### src/rtl/ampfault_pkg.sv
package ampfault_pkg;

    localparam int NCH = 4;

    typedef enum logic [1:0] {
        MODE_BTL  = 2'b00,
        MODE_PBTL = 2'b01,
        MODE_SE   = 2'b10,
        MODE_RSV  = 2'b11
    } out_mode_e;

    // Synchronised view of all asynchronous flag inputs
    typedef struct packed {
        logic           rst_n;
        logic           uv;
        logic           otw;
        logic           ots;
        logic [NCH-1:0] cbc;
        logic [NCH-1:0] ocl;
        logic [NCH-1:0] bst_uv;
        logic [NCH-1:0] pwm_ok;
    } flags_t;

    typedef struct packed {
        logic [NCH-1:0] hs;
        logic [NCH-1:0] ls;
        logic [NCH-1:0] hiz;
    } bridge_ctl_t;

    // Spread per-channel faults to the channels they stop, per mode
    function automatic logic [NCH-1:0] group_off(out_mode_e m, logic [NCH-1:0] f);
        logic [NCH-1:0] r;
        case (m)
            MODE_BTL: begin
                r[1:0] = {2{f[0] | f[1]}};
                r[3:2] = {2{f[2] | f[3]}};
            end
            MODE_SE: begin
                r[0] = f[0];
                r[1] = f[0] | f[1];
                r[2] = f[2];
                r[3] = f[2] | f[3];
            end
            default: r = {NCH{|f}};
        endcase
        return r;
    endfunction

endpackage

### src/rtl/afc_sync.sv
module afc_sync #(
    parameter int W = 8
) (
    input  logic         clk,
    input  logic         rst,
    input  logic [W-1:0] d,
    output logic [W-1:0] q
);
    logic [W-1:0] meta;

    always_ff @(posedge clk) begin
        if (rst) begin
            meta <= '0;
            q    <= '0;
        end else begin
            meta <= d;
            q    <= meta;
        end
    end
endmodule

### src/rtl/afc_ocp_timer.sv
module afc_ocp_timer #(
    parameter int LIMIT = 16
) (
    input  logic clk,
    input  logic rst,
    input  logic cbc,
    input  logic ocl,
    input  logic clr,
    output logic olp
);
    localparam int CW = $clog2(LIMIT + 1);
    localparam logic [CW-1:0] LIM = CW'(LIMIT);

    logic [CW-1:0] cnt;
    logic          lat;
    logic          esc;

    assign esc = cbc && (cnt == LIM);

    always_ff @(posedge clk) begin
        if (rst) begin
            cnt <= '0;
            lat <= 1'b0;
        end else begin
            if (!cbc)
                cnt <= '0;
            else if (cnt != LIM)
                cnt <= cnt + 1'b1;
            lat <= ocl | esc | (lat & ~clr);
        end
    end

    assign olp = lat | ocl | esc;
endmodule

### src/rtl/afc_restart_guard.sv
module afc_restart_guard #(
    parameter int GUARD = 32
) (
    input  logic clk,
    input  logic rst,
    input  logic fault_n,
    input  logic rise,
    output logic honour,
    output logic early
);
    localparam int GW = $clog2(GUARD + 1);
    localparam logic [GW-1:0] GLIM = GW'(GUARD);

    logic          fault_q;
    logic [GW-1:0] cnt;

    assign honour = rise && (cnt == GLIM);

    always_ff @(posedge clk) begin
        if (rst) begin
            fault_q <= 1'b1;
            cnt     <= GLIM;
            early   <= 1'b0;
        end else begin
            fault_q <= fault_n;
            if (fault_q && !fault_n)
                cnt <= '0;
            else if (cnt != GLIM)
                cnt <= cnt + 1'b1;
            if (rise && !honour)
                early <= 1'b1;
        end
    end
endmodule

### src/rtl/ampfault_ctrl.sv
module ampfault_ctrl
    import ampfault_pkg::*;
#(
    parameter int CLK_KHZ = 125000
) (
    input  logic           clk,
    input  logic           rst,
    input  logic           amp_rst_n_i,
    input  logic [1:0]     mode_i,
    input  logic           uv_i,
    input  logic           otw_i,
    input  logic           ots_i,
    input  logic [NCH-1:0] cbc_i,
    input  logic [NCH-1:0] ocl_i,
    input  logic [NCH-1:0] bst_uv_i,
    input  logic [NCH-1:0] pwm_ok_i,
    output logic [NCH-1:0] hs_en_o,
    output logic [NCH-1:0] ls_en_o,
    output logic [NCH-1:0] hiz_o,
    output logic           fault_n_o,
    output logic           otw_n_o,
    output logic           early_rst_o
);
    localparam int OLP_CYC   = (CLK_KHZ * 26) / 10;
    localparam int GUARD_CYC = CLK_KHZ * 4;

    flags_t         raw;
    flags_t         fs;
    logic           rst_q;
    logic           rise;
    logic           restart;
    logic           running;
    logic           ots_lat;
    logic [NCH-1:0] olp;
    logic [NCH-1:0] pwm_lost;
    logic [NCH-1:0] off;
    logic           global_off;
    logic           fault_hit;
    bridge_ctl_t    ctl;

    assign raw = '{rst_n: amp_rst_n_i, uv: uv_i, otw: otw_i, ots: ots_i,
                   cbc: cbc_i, ocl: ocl_i, bst_uv: bst_uv_i, pwm_ok: pwm_ok_i};

    afc_sync #(.W($bits(flags_t))) u_sync (
        .clk (clk),
        .rst (rst),
        .d   (raw),
        .q   (fs)
    );

    assign rise = fs.rst_n & ~rst_q;

    afc_restart_guard #(.GUARD(GUARD_CYC)) u_guard (
        .clk     (clk),
        .rst     (rst),
        .fault_n (fault_n_o),
        .rise    (rise),
        .honour  (restart),
        .early   (early_rst_o)
    );

    generate
        for (genvar i = 0; i < NCH; i++) begin : g_ch
            afc_ocp_timer #(.LIMIT(OLP_CYC)) u_ocp (
                .clk (clk),
                .rst (rst),
                .cbc (fs.cbc[i]),
                .ocl (fs.ocl[i]),
                .clr (restart),
                .olp (olp[i])
            );
        end
    endgenerate

    always_ff @(posedge clk) begin
        if (rst) begin
            rst_q   <= 1'b0;
            running <= 1'b0;
            ots_lat <= 1'b0;
        end else begin
            rst_q   <= fs.rst_n;
            if (restart)
                running <= 1'b1;
            else if (!fs.rst_n)
                running <= 1'b0;
            ots_lat <= fs.ots | (ots_lat & ~restart);
        end
    end

    always_comb begin
        pwm_lost   = ~fs.pwm_ok;
        global_off = ~running | fs.uv | fs.ots | ots_lat | (&pwm_lost);
        off        = global_off ? {NCH{1'b1}}
                                : group_off(out_mode_e'(mode_i), olp | pwm_lost);
        ctl.hiz    = off;
        ctl.ls     = ~off;
        ctl.hs     = ~off & ~fs.bst_uv;
        fault_hit  = fs.uv | fs.ots | ots_lat | (|olp);
    end

    assign hs_en_o   = ctl.hs;
    assign ls_en_o   = ctl.ls;
    assign hiz_o     = ctl.hiz;
    assign fault_n_o = ~(rst_q & fault_hit);
    assign otw_n_o   = ~(fs.otw | fs.ots | ots_lat);
endmodule

### config.mk
export PLATFORM = sky130hd
export DESIGN_NAME = ampfault_ctrl
export DESIGN_NICKNAME = d
export VERILOG_FILES = /design/src/rtl/ampfault_pkg.sv /design/src/rtl/afc_sync.sv /design/src/rtl/afc_ocp_timer.sv /design/src/rtl/afc_restart_guard.sv /design/src/rtl/ampfault_ctrl.sv
export SDC_FILE = /design/constraint.sdc
export NUM_CORES = 1
export LEC_CHECK = 0
export ABC_CLOCK_PERIOD_IN_PS = 2700
export BUFFER_PORTS_ARGS = -buffer_cell sky130_fd_sc_hd__buf_2
export CORE_MARGIN = 2
export CORE_UTILIZATION = 45
export DETAILED_ROUTE_END_ITERATION = 16
export GPL_TIMING_DRIVEN = 0
export SLEW_MARGIN = 10
export SYNTH_ARGS = -nofsm -noshare
export SYNTH_HDL_FRONTEND = slang
export SYNTH_SLANG_ARGS = --single-unit
### constraint.sdc
create_clock -name clk -period 2.7 [get_ports clk]
set_clock_uncertainty 0.2 [all_clocks]
set_input_delay 0.27 -clock clk [delete_from_list [all_inputs] [get_ports clk]]
set_output_delay 0.27 -clock clk [all_outputs]
set_load 0.005 [all_outputs]
==> results of run 1 <==
[cell usage after synthesis, types with 10 or more instances]
| library cell | count |
|---|---|
| ha_1 | 10 |
| inv_1 | 26 |
| o21ai_0 | 15 |
| nor2_1 | 92 |
| a21oi_1 | 20 |
| nand3_1 | 38 |
| nand2_1 | 41 |
| nor2b_1 | 43 |
| dfxtp_1 | 144 |
| clkbuf_1 | 15 |
| xor2_1 | 48 |
| xnor2_1 | 26 |
| nor3_1 | 33 |
| or3_1 | 14 |
| nand4_1 | 22 |
[flip-flops by register name, indices dropped and copies added (netlist names)]
signal and count:
g_ch.u_ocp.cnt 76, g_ch.u_ocp.lat 4, ots_lat 1, rst_q 1, running 1, u_guard.cnt 19, u_guard.early 1, u_guard.fault_q 1
u_sync.meta 20, u_sync.q 20
[cell type report]
type                            instances  area [sq um]  share of cell area
Clock buffer                           22           474              0.0627
Inverter                               26          97.6              0.0129
Multi-Input combinational cell        481          3140               0.415
Buffer                                 19          90.1              0.0119
Sequential cell                       144          2900               0.383
Tap cell                              176           220              0.0291
Clock inverter                         10           158              0.0208
Timing Repair Buffer                   70           493              0.0651
[cell usage in the layout (no fill, tap or decap), types with 4 or more instances in the layout]
cell type / instances
a21oi_1: 20
and3_1: 7
buf_2: 38
buf_4: 12
bufinv_16: 4
clkbuf_1: 17
clkbuf_16: 17
dfxtp_1: 136
dfxtp_2: 7
dlygate4sd3_1: 20
ha_1: 9
inv_1: 23
mux2i_1: 5
nand2_1: 39
nand2b_1: 7
nand3_1: 38
nand4_1: 22
nor2_1: 90
nor2b_1: 43
nor3_1: 30
nor3_2: 4
nor4_1: 4
o21ai_0: 13
o21bai_2: 7
or3_1: 14
xnor2_1: 26
xor2_1: 48
[critical path, stage by stage, from the launching register on]
cell and delay [ns]:
dfxtp_2 0.32, inv_2 0.07, ha_4 0.12, or4b_4 0.45, nor3_2 0.11, and3_4 0.26
nor3_4 0.06, a41oi_2 0.29, inv_1 0.08, buf_2 0.13
[where the power goes]
group | switching, mW | leakage [nW] | internal (mW)
Combinational | 0.142 | 1.18 | 0.140
Clock | 0.854 | 0.302 | 1.61
Sequential | 0.0387 | 1.17 | 2.18
[worst paths after layout]
path	to	slack (ns)
max	ls_en_o[0]	-0.08
min	u_sync.q[17]	0.23
max reg2reg	u_guard.cnt[18]	0.21
min reg2reg	u_sync.q[17]	0.23
[layer usage]
layer	vias up	share of wire
met3	13	0.027
met1	2238	0.47
met5	-	0
li1	2458	-
met4	0	0.015
met2	70	0.49
[cells by family after synthesis]
family,synth area share
compound gates,0.0603
simple gates,0.299
buf+inv,0.0309
xor+xnor,0.107
fa+ha+maj,0.0206
mux,0.00824
flops,0.474
[timing repair]
item	4_1_cts	5_1_grt
hold endpoints to repair	20	0
pin swaps	15	3
resized for setup	21	22
endpoints found under the setup margin	13	22
hold buffers	20	0
buffers inserted	11	2
==> results.yml, run 1 <==
finish:
  fill_cells: 1167
  post-route-util: 0.574
  design_area_sq_um: 7570
  layout-drive-gt1-share: 0.175
  fin_cells: 948
  syn_to_final_growth_pct: 24.6
  fin_nets: 793
  n_antenna_cell: 0
timing:
  rsz0062_at_grt: "yes"
  hold_violations: 0
  clock.fmax_mhz: 360
  layout_min_cycle_time_ns: 2.78
  maxSlewViolCount: 0
  fin_setup_tns_ns: -0.369
  maxSlewHeadroom: 0.559
  setup_viol: 9
  timing.hold.ws_ns: 0.232
  min_period_over_period: 1.03
  timing.final.ws_setup_ns: -0.0751
  worst_pin_slew_ns: 0.657
floorplanning:
  die_h_um: 120
  die_area_sq_um: 14400
  coreArea_sq_um: 13200
  rows: 42
  io_pins: 39
  die_w_um: 120
  initial_utilization: 0.461
detailed_routing:
  drt_pre_antenna_iters: 5
  routed_wl_um: 12500
  drt_iter0_markers: 216
  routed_via_density: 5.04
  ant_nets: 0
  wl_per_cell_um: 13.2
  remaining_drc_errors: 0
  dr_total_vias: 4779
yosys:
  synth_cell_type_count: 47
  ys_warn_count: 0
  synth_seq_cells: 144
  yosys.area.top_type_share: 0.474
  synth_edf_count: 0
  synthFlopType: "dfxtp_1"
  synthTopCellsByArea: "dfxtp_1 47%, xor2_1 6.9%, nor2_1 5.7%, nor2b_1 4.4%, xnor2_1 3.7%"
  netlist_instances: 670
  postSynthAreaPerCell_sq_um: 9.07
  yosysSeqAreaShare: 0.474
  synth_top_cell_by_area: "dfxtp_1"
  syn-num-nets: 704
  async_flop_share: 0
  synthesis.area_sq_um: 6080
grt:
  grt_pass1_wl_um: 21400
  grt_use_met1: 0.231
  grt-busiest-layer: "met2"
  antenna_found_initial: 0
  gr-total-overflow: 0
  grt_use_met3: 0.0401
  grt_max_degree: 17
  grt_pass1_vias: 4578
  grtUsageMet2: 0.314
  grt.total_usage: 0.186
min_path:
  hold-path-cell-count: 1
  worstHoldStart: "u_sync.meta[17]"
  hp-class: "reg -> reg"
setup_path:
  rr_worst_depth: 11
  r2r-start: "g_ch[0].u_ocp.cnt[0]"
  startpoint: "g_ch[0].u_ocp.cnt[0]"
  worst_setup_path_start_kind: "register"
  critical_path.max_fanout: 5
  setup.worst_path.class: "reg -> out"
  crit_path_end_kind: "output port"
  arrival_ns: 2.31
  required_ns: 2.23
run_status:
  status: "finished, violations left"
  violations: "setup timing"
placed_design:
  placed_cell_area_sq_um: 6480
  io_buffers: 37
  dp_hpwl_um: 8610
  pre_cts_ws_ns: 0.00305
  dpl.cell_count: 883
  gp_congestion: 0.851
pwr:
  ir_worst_vdd_mv: 0.442
  finalPower_mw: 4.97
  p_leak_nw: 2.66
  p_per_area_nw_per_um2: 656
cts:
  cts_inserted_buffers: 17
  cts.sinks: 144
  cts_htree_levels: 4
  tritoncts: "done"
  clkSlewWorstSetupHoldPaths_ns: 0.05
  clock_latency_ns: 0.42
  root_buffer: "clkbuf_16"
  clockBufferDepth: 2
run:
  maxCapViolCount: 0
Power figures use the tool's default switching activity.
==> run 2: changes to the inputs <==
--- a/config.mk
+++ b/config.mk
@@ -7,10 +7,12 @@
 export LEC_CHECK = 0
 export ABC_CLOCK_PERIOD_IN_PS = 2700
 export BUFFER_PORTS_ARGS = -buffer_cell sky130_fd_sc_hd__buf_2
+export CAP_MARGIN = 20
 export CORE_MARGIN = 2
 export CORE_UTILIZATION = 45
 export DETAILED_ROUTE_END_ITERATION = 16
 export GPL_TIMING_DRIVEN = 0
+export MAX_ROUTING_LAYER = met4
 export SLEW_MARGIN = 10
 export SYNTH_ARGS = -nofsm -noshare
 export SYNTH_HDL_FRONTEND = slang
==> run 2 against run 1 <==
  * The run still ends with setup timing left
  * Largest cell class unchanged
  * Final cell count did not move
  * Register-to-register slack hardly changed
  * Hold slack is essentially flat
  * Sequential share of layout area is the same
  * Worst setup slack worse by 0.0052 ns
  * Global-route usage increased by 0.49 points
  * Final area stayed put
  * Clock power about the same
  * Critical path type unchanged
  * Non-clock buffer count is the same
  * Die area is the same
  * Critical endpoint unchanged
  * Critical path depth unchanged
==> results.yml, run 2 (same netlist as run 1, synthesis figures left out) <==
run_status:
  status: "finished, violations left"
  violations: "setup timing"
detailed_routing:
  drt_iter0_markers: 235
  wl_per_cell_um: 13.2
  routed_via_density: 5.06
  drt_pre_antenna_iters: 5
  routed_wl_um: 12500
  dr_total_vias: 4794
  ant_nets: 0
  remaining_drc_errors: 0
placed_design:
  gp_congestion: 0.865
  dp_hpwl_um: 8610
  placed_cell_area_sq_um: 6480
  io_buffers: 37
timing:
  maxSlewHeadroom: 0.543
  min_period_over_period: 1.03
  clock.fmax_mhz: 360
  worst_pin_slew_ns: 0.681
  timing.final.ws_setup_ns: -0.0803
  hold_violations: 0
  maxSlewViolCount: 0
  setup_viol: 9
  rsz0062_at_grt: "yes"
  fin_setup_tns_ns: -0.364
  layout_min_cycle_time_ns: 2.78
finish:
  layout_common_cells: "136 x dfxtp_1, 90 x nor2_1, 48 x xor2_1"
  layout-drive-gt1-share: 0.175
  fill_cells: 1167
  design_area_sq_um: 7570
  fin_nets: 793
  largest_reg_flops: 76
  largestRegisters: "g_ch.u_ocp.cnt (76), u_sync.meta (20), u_sync.q (20)"
  n_antenna_cell: 0
  regMostFlops: "g_ch.u_ocp.cnt"
  syn_to_final_growth_pct: 24.6
  layout_commonest_cell: "dfxtp_1"
setup_path:
  worstReg2RegEnd: "u_guard.cnt[18]"
  startpoint: "g_ch[0].u_ocp.cnt[0]"
  critical_path.max_fanout: 5
  arrival_ns: 2.31
  required_ns: 2.23
  r2r-start: "g_ch[0].u_ocp.cnt[0]"
  crit_path_end_kind: "output port"
  rr_worst_depth: 11
  setup.worst_path.class: "reg -> out"
  worst_setup_path_start_kind: "register"
  rrSetupSlack_ns: 0.21
pwr:
  p_leak_nw: 2.66
  ir_worst_vdd_mv: 0.445
  p_per_area_nw_per_um2: 657
  finalPower_mw: 4.97
cts:
  clock_latency_ns: 0.42
  root_buffer: "clkbuf_16"
  cts_inserted_buffers: 17
  cts.sinks: 144
  clockBufferDepth: 2
  clkSlewWorstSetupHoldPaths_ns: 0.05
  tritoncts: "done"
  cts_htree_levels: 4
grt:
  grt.total_usage: 0.191
  antenna_found_initial: 0
  grt_pass1_vias: 4579
  grt_pass1_wl_um: 21400
  gr-total-overflow: 0
  grt_max_degree: 17
min_path:
  worstHoldStart: "u_sync.meta[17]"
  hp-class: "reg -> reg"
  whs_endpoint: "u_sync.q[17]"
  hold-path-cell-count: 1
floorplanning:
  rows: 42
  die_h_um: 120
  die_area_sq_um: 14400
  initial_utilization: 0.461
  io_pins: 39
  die_w_um: 120
  coreArea_sq_um: 13200
run:
  maxCapViolCount: 0
==> run 2: cell counts in the layout (fill, tap and decap cells not counted) <==
Identical to the previous run, type by type.
==> run 2: worst max-delay path by stage <==
stage / end / slack [ns]
floorplan: ls_en_o[2] / 0.42
global placement: hs_en_o[2] / 0.05
detailed placement: ls_en_o[2] / 0.003
CTS: hs_en_o[3] / -0.08
global route: hs_en_o[3] / -0.18
finish: ls_en_o[0] / -0.08
==> run 2: area by class of cell <==
class	instances	area, sq um	area share
clock inverter	10	158	0.0208
clock buffer	22	474	0.0627
inverter	26	97.6	0.0129
multi-input combinational	481	3140	0.415
tap	176	220	0.0291
sequential	144	2900	0.383
buffer	19	90.1	0.0119
timing repair buffer	70	493	0.0651
==> run 2: per-stage QoR <==
stage,std cells,util,hold slack [ns],worst slack [ns]
after floorplan,670,-,0.198,0.422
after global placement,883,0.491,0.219,0.0463
after detailed placement,883,0.491,0.221,0.00305
after CTS,946,0.566,0.234,-0.0804
after global routing,948,0.574,0.243,-0.178
final,948,0.574,0.232,-0.0803
==> run 2: power breakdown <==
group | total [mW] | leakage, nW | switching [mW] | internal, mW
Sequential | 2.22 | 1.17 | 0.0384 | 2.18
Clock | 2.47 | 0.302 | 0.857 | 1.61
Combinational | 0.282 | 1.18 | 0.142 | 0.140
Total | 4.97 | 2.66 | 1.04 | 3.93
==> run 2: critical path, cell delays in order, from the launching register on <==
cell and delay (ns):
dfxtp_2 0.32, inv_2 0.07, ha_4 0.11, or4b_4 0.45, nor3_2 0.11, and3_4 0.26, nor3_4 0.06, a41oi_2 0.30
inv_1 0.08, buf_2 0.13
==> run 2: what timing repair did <==
item | in CTS | in global routing
pin swaps | 15 | 3
setup buffers | 11 | 2
hold buffers | 20 | 0
endpoints found under the setup margin | 13 | 20
hold endpoints to repair | 20 | 0
gates resized for setup | 21 | 22
==> run 2: routing by layer <==
layer | global-route usage | routed length (um)
met5 | - | 0
met4 | 0.0801 | 265
met3 | 0.0373 | 326
met2 | 0.314 | 6120
met1 | 0.231 | 5830
==> run 3: changes to the inputs <==
--- a/config.mk
+++ b/config.mk
@@ -13,6 +13,7 @@
 export DETAILED_ROUTE_END_ITERATION = 16
 export GPL_TIMING_DRIVEN = 0
 export MAX_ROUTING_LAYER = met4
+export REMOVE_ABC_BUFFERS = 1
 export SLEW_MARGIN = 10
 export SYNTH_ARGS = -nofsm -noshare
 export SYNTH_HDL_FRONTEND = slang
==> run 3 against run 2 <==
  * The flow still finishes with violations (setup timing)
  * Register-to-register slack lost 0.08 ns
  * Combinational power shrank 3%
  * Final cell count shrank 1.8%
  * Final area shrank 1.5%
  * Sequential share of layout area grew 0.51 points
  * Power shrank 1.6%
  * Core utilization shrank 0.87 points
  * Largest power group unchanged
==> results.yml, run 3 (same netlist as run 1, synthesis figures left out) <==
detailed_routing:
  drt_iter0_markers: 294
  dr_total_vias: 4733
  ant_nets: 0
  wl_per_cell_um: 12.9
  drt_pre_antenna_iters: 5
  routed_wl_um: 12000
  remaining_drc_errors: 0
  met2WireLength_um: 5530
  routed_via_density: 5.08
  routed.top_layer: "met4"
  drt-met1-wl_um: 5960
  met3_length_um: 370
setup_path:
  worst_setup_path_start_kind: "register"
  arrival_ns: 2.38
  crit_path_end_kind: "output port"
  setup.worst_path.class: "reg -> out"
  required_ns: 2.23
  critical_path.max_fanout: 5
  rr_worst_depth: 9
pwr:
  p_leak_nw: 2.64
  p_per_area_nw_per_um2: 656
  ir_worst_vdd_mv: 0.479
  finalPower_mw: 4.89
run:
  maxCapViolCount: 0
cts:
  tritoncts: "done"
  clock_latency_ns: 0.42
  clkSlewWorstSetupHoldPaths_ns: 0.06
  cts_inserted_buffers: 17
  cts.sinks: 144
  root_buffer: "clkbuf_16"
  cts_htree_levels: 4
  clockBufferDepth: 2
run_status:
  violations: "setup timing"
  status: "finished, violations left"
finish:
  layout_common_cells: "139 x dfxtp_1, 89 x nor2_1, 48 x xor2_1"
  n_antenna_cell: 0
  layout-drive-gt1-share: 0.172
  syn_to_final_growth_pct: 22.7
  multi_input_area_sq_um: 3110
  seqCellArea_sq_um: 2890
  largestRegisters: "g_ch.u_ocp.cnt (76), u_sync.meta (20), u_sync.q (20)"
  largest_reg_flops: 76
  layout_commonest_cell: "dfxtp_1"
  regMostFlops: "g_ch.u_ocp.cnt"
  post-route-util: 0.565
  fin_nets: 776
  fin_cells: 931
  fill_cells: 1193
floorplanning:
  die_area_sq_um: 14400
  coreArea_sq_um: 13200
  io_pins: 39
  rows: 42
  die_w_um: 120
  die_h_um: 120
  initial_utilization: 0.461
timing:
  worst_pin_slew_ns: 0.749
  fin_setup_tns_ns: -1.12
  maxSlewHeadroom: 0.501
  setup_viol: 12
  layout_min_cycle_time_ns: 2.85
  hold_violations: 0
  maxSlewViolCount: 0
  clock.fmax_mhz: 350
  timing.final.ws_setup_ns: -0.153
  min_period_over_period: 1.06
  rsz0062_at_grt: "yes"
min_path:
  hp-class: "in -> reg"
  hold-path-cell-count: 2
placed_design:
  dp_hpwl_um: 8070
  pre_cts_ws_ns: -0.0176
  io_buffers: 38
  dpl.cell_count: 866
  gp_congestion: 0.919
grt:
  grt.total_usage: 0.183
  grt_pass1_vias: 4566
  gr-total-overflow: 0
  grt_max_degree: 50
  grt_pass1_wl_um: 20700
  antenna_found_initial: 0
-- run 3: cell count changes in the layout (fill, tap and decap cells not counted), moves of 3 or more --
cell,previous run,this run
clkbuf_1,17,0
clkinv_4,0,5
buf_2,38,35
clkbuf_8,3,0
dfxtp_1,136,139
inv_1,23,20
inv_2,3,6
inv_6,0,3
-- run 3: path summary, 6_finish.rpt --
kind / startpoint / slack [ns] / end
min: rst / 0.09 / u_guard.early
max: g_ch[0].u_ocp.cnt[1] / -0.15 / hs_en_o[3]
max reg2reg: g_ch[0].u_ocp.cnt[1] / 0.13 / u_guard.cnt[15]
min reg2reg: u_sync.meta[17] / 0.24 / u_sync.q[17]
-- run 3: report_power, final --
part | internal (mW) | total, mW | switching, mW
Combinational | 0.135 | 0.273 | 0.138
Sequential | 2.18 | 2.22 | 0.0423
Clock | 1.46 | 2.40 | 0.935
Total | 3.78 | 4.89 | 1.11
-- run 3: stage by stage --
| step | area [sq um] | hold WS (ns) |
|---|---|---|
| floorplan | 5990 | 0.139 |
| global placement | 6400 | 0.216 |
| detailed placement | 6420 | 0.224 |
| CTS | 7390 | 0.0901 |
| global route | 7450 | 0.112 |
| finish | 7450 | 0.0939 |
-- run 3: what timing repair did --
action | 4_1_cts | 5_1_grt
pin swaps | 13 | 6
endpoints found under the setup margin | 13 | 17
setup buffers | 8 | 5
hold endpoints to repair | 20 | 0
hold buffers | 20 | 0
gates resized for setup | 28 | 10
-- run 3: area by class of cell --
class,count,share of cell area
Timing Repair Buffer,72,0.0707
Clock buffer,17,0.0571
Inverter,26,0.0131
Multi-Input combinational cell,481,0.417
Clock inverter,15,0.0248
Tap cell,176,0.0295
Sequential cell,144,0.388
-- run 3: routing by layer --
metal  track usage  vias up
met5             -        -
met4        0.0691        0
met3        0.0500       20
met2         0.282       75
met1         0.230     2206
li1              -     2432
-- run 3: worst max-delay path, stage by stage, from the launching register on --
cell and delay (ns):
dfxtp_2 0.33, inv_2 0.06, ha_4 0.12, or4b_4 0.47, nor3_4 0.14, and3_4 0.26
nor3_4 0.06, o211ai_1 0.18, buf_4 0.17, nor2_2 0.04, buf_2 0.12
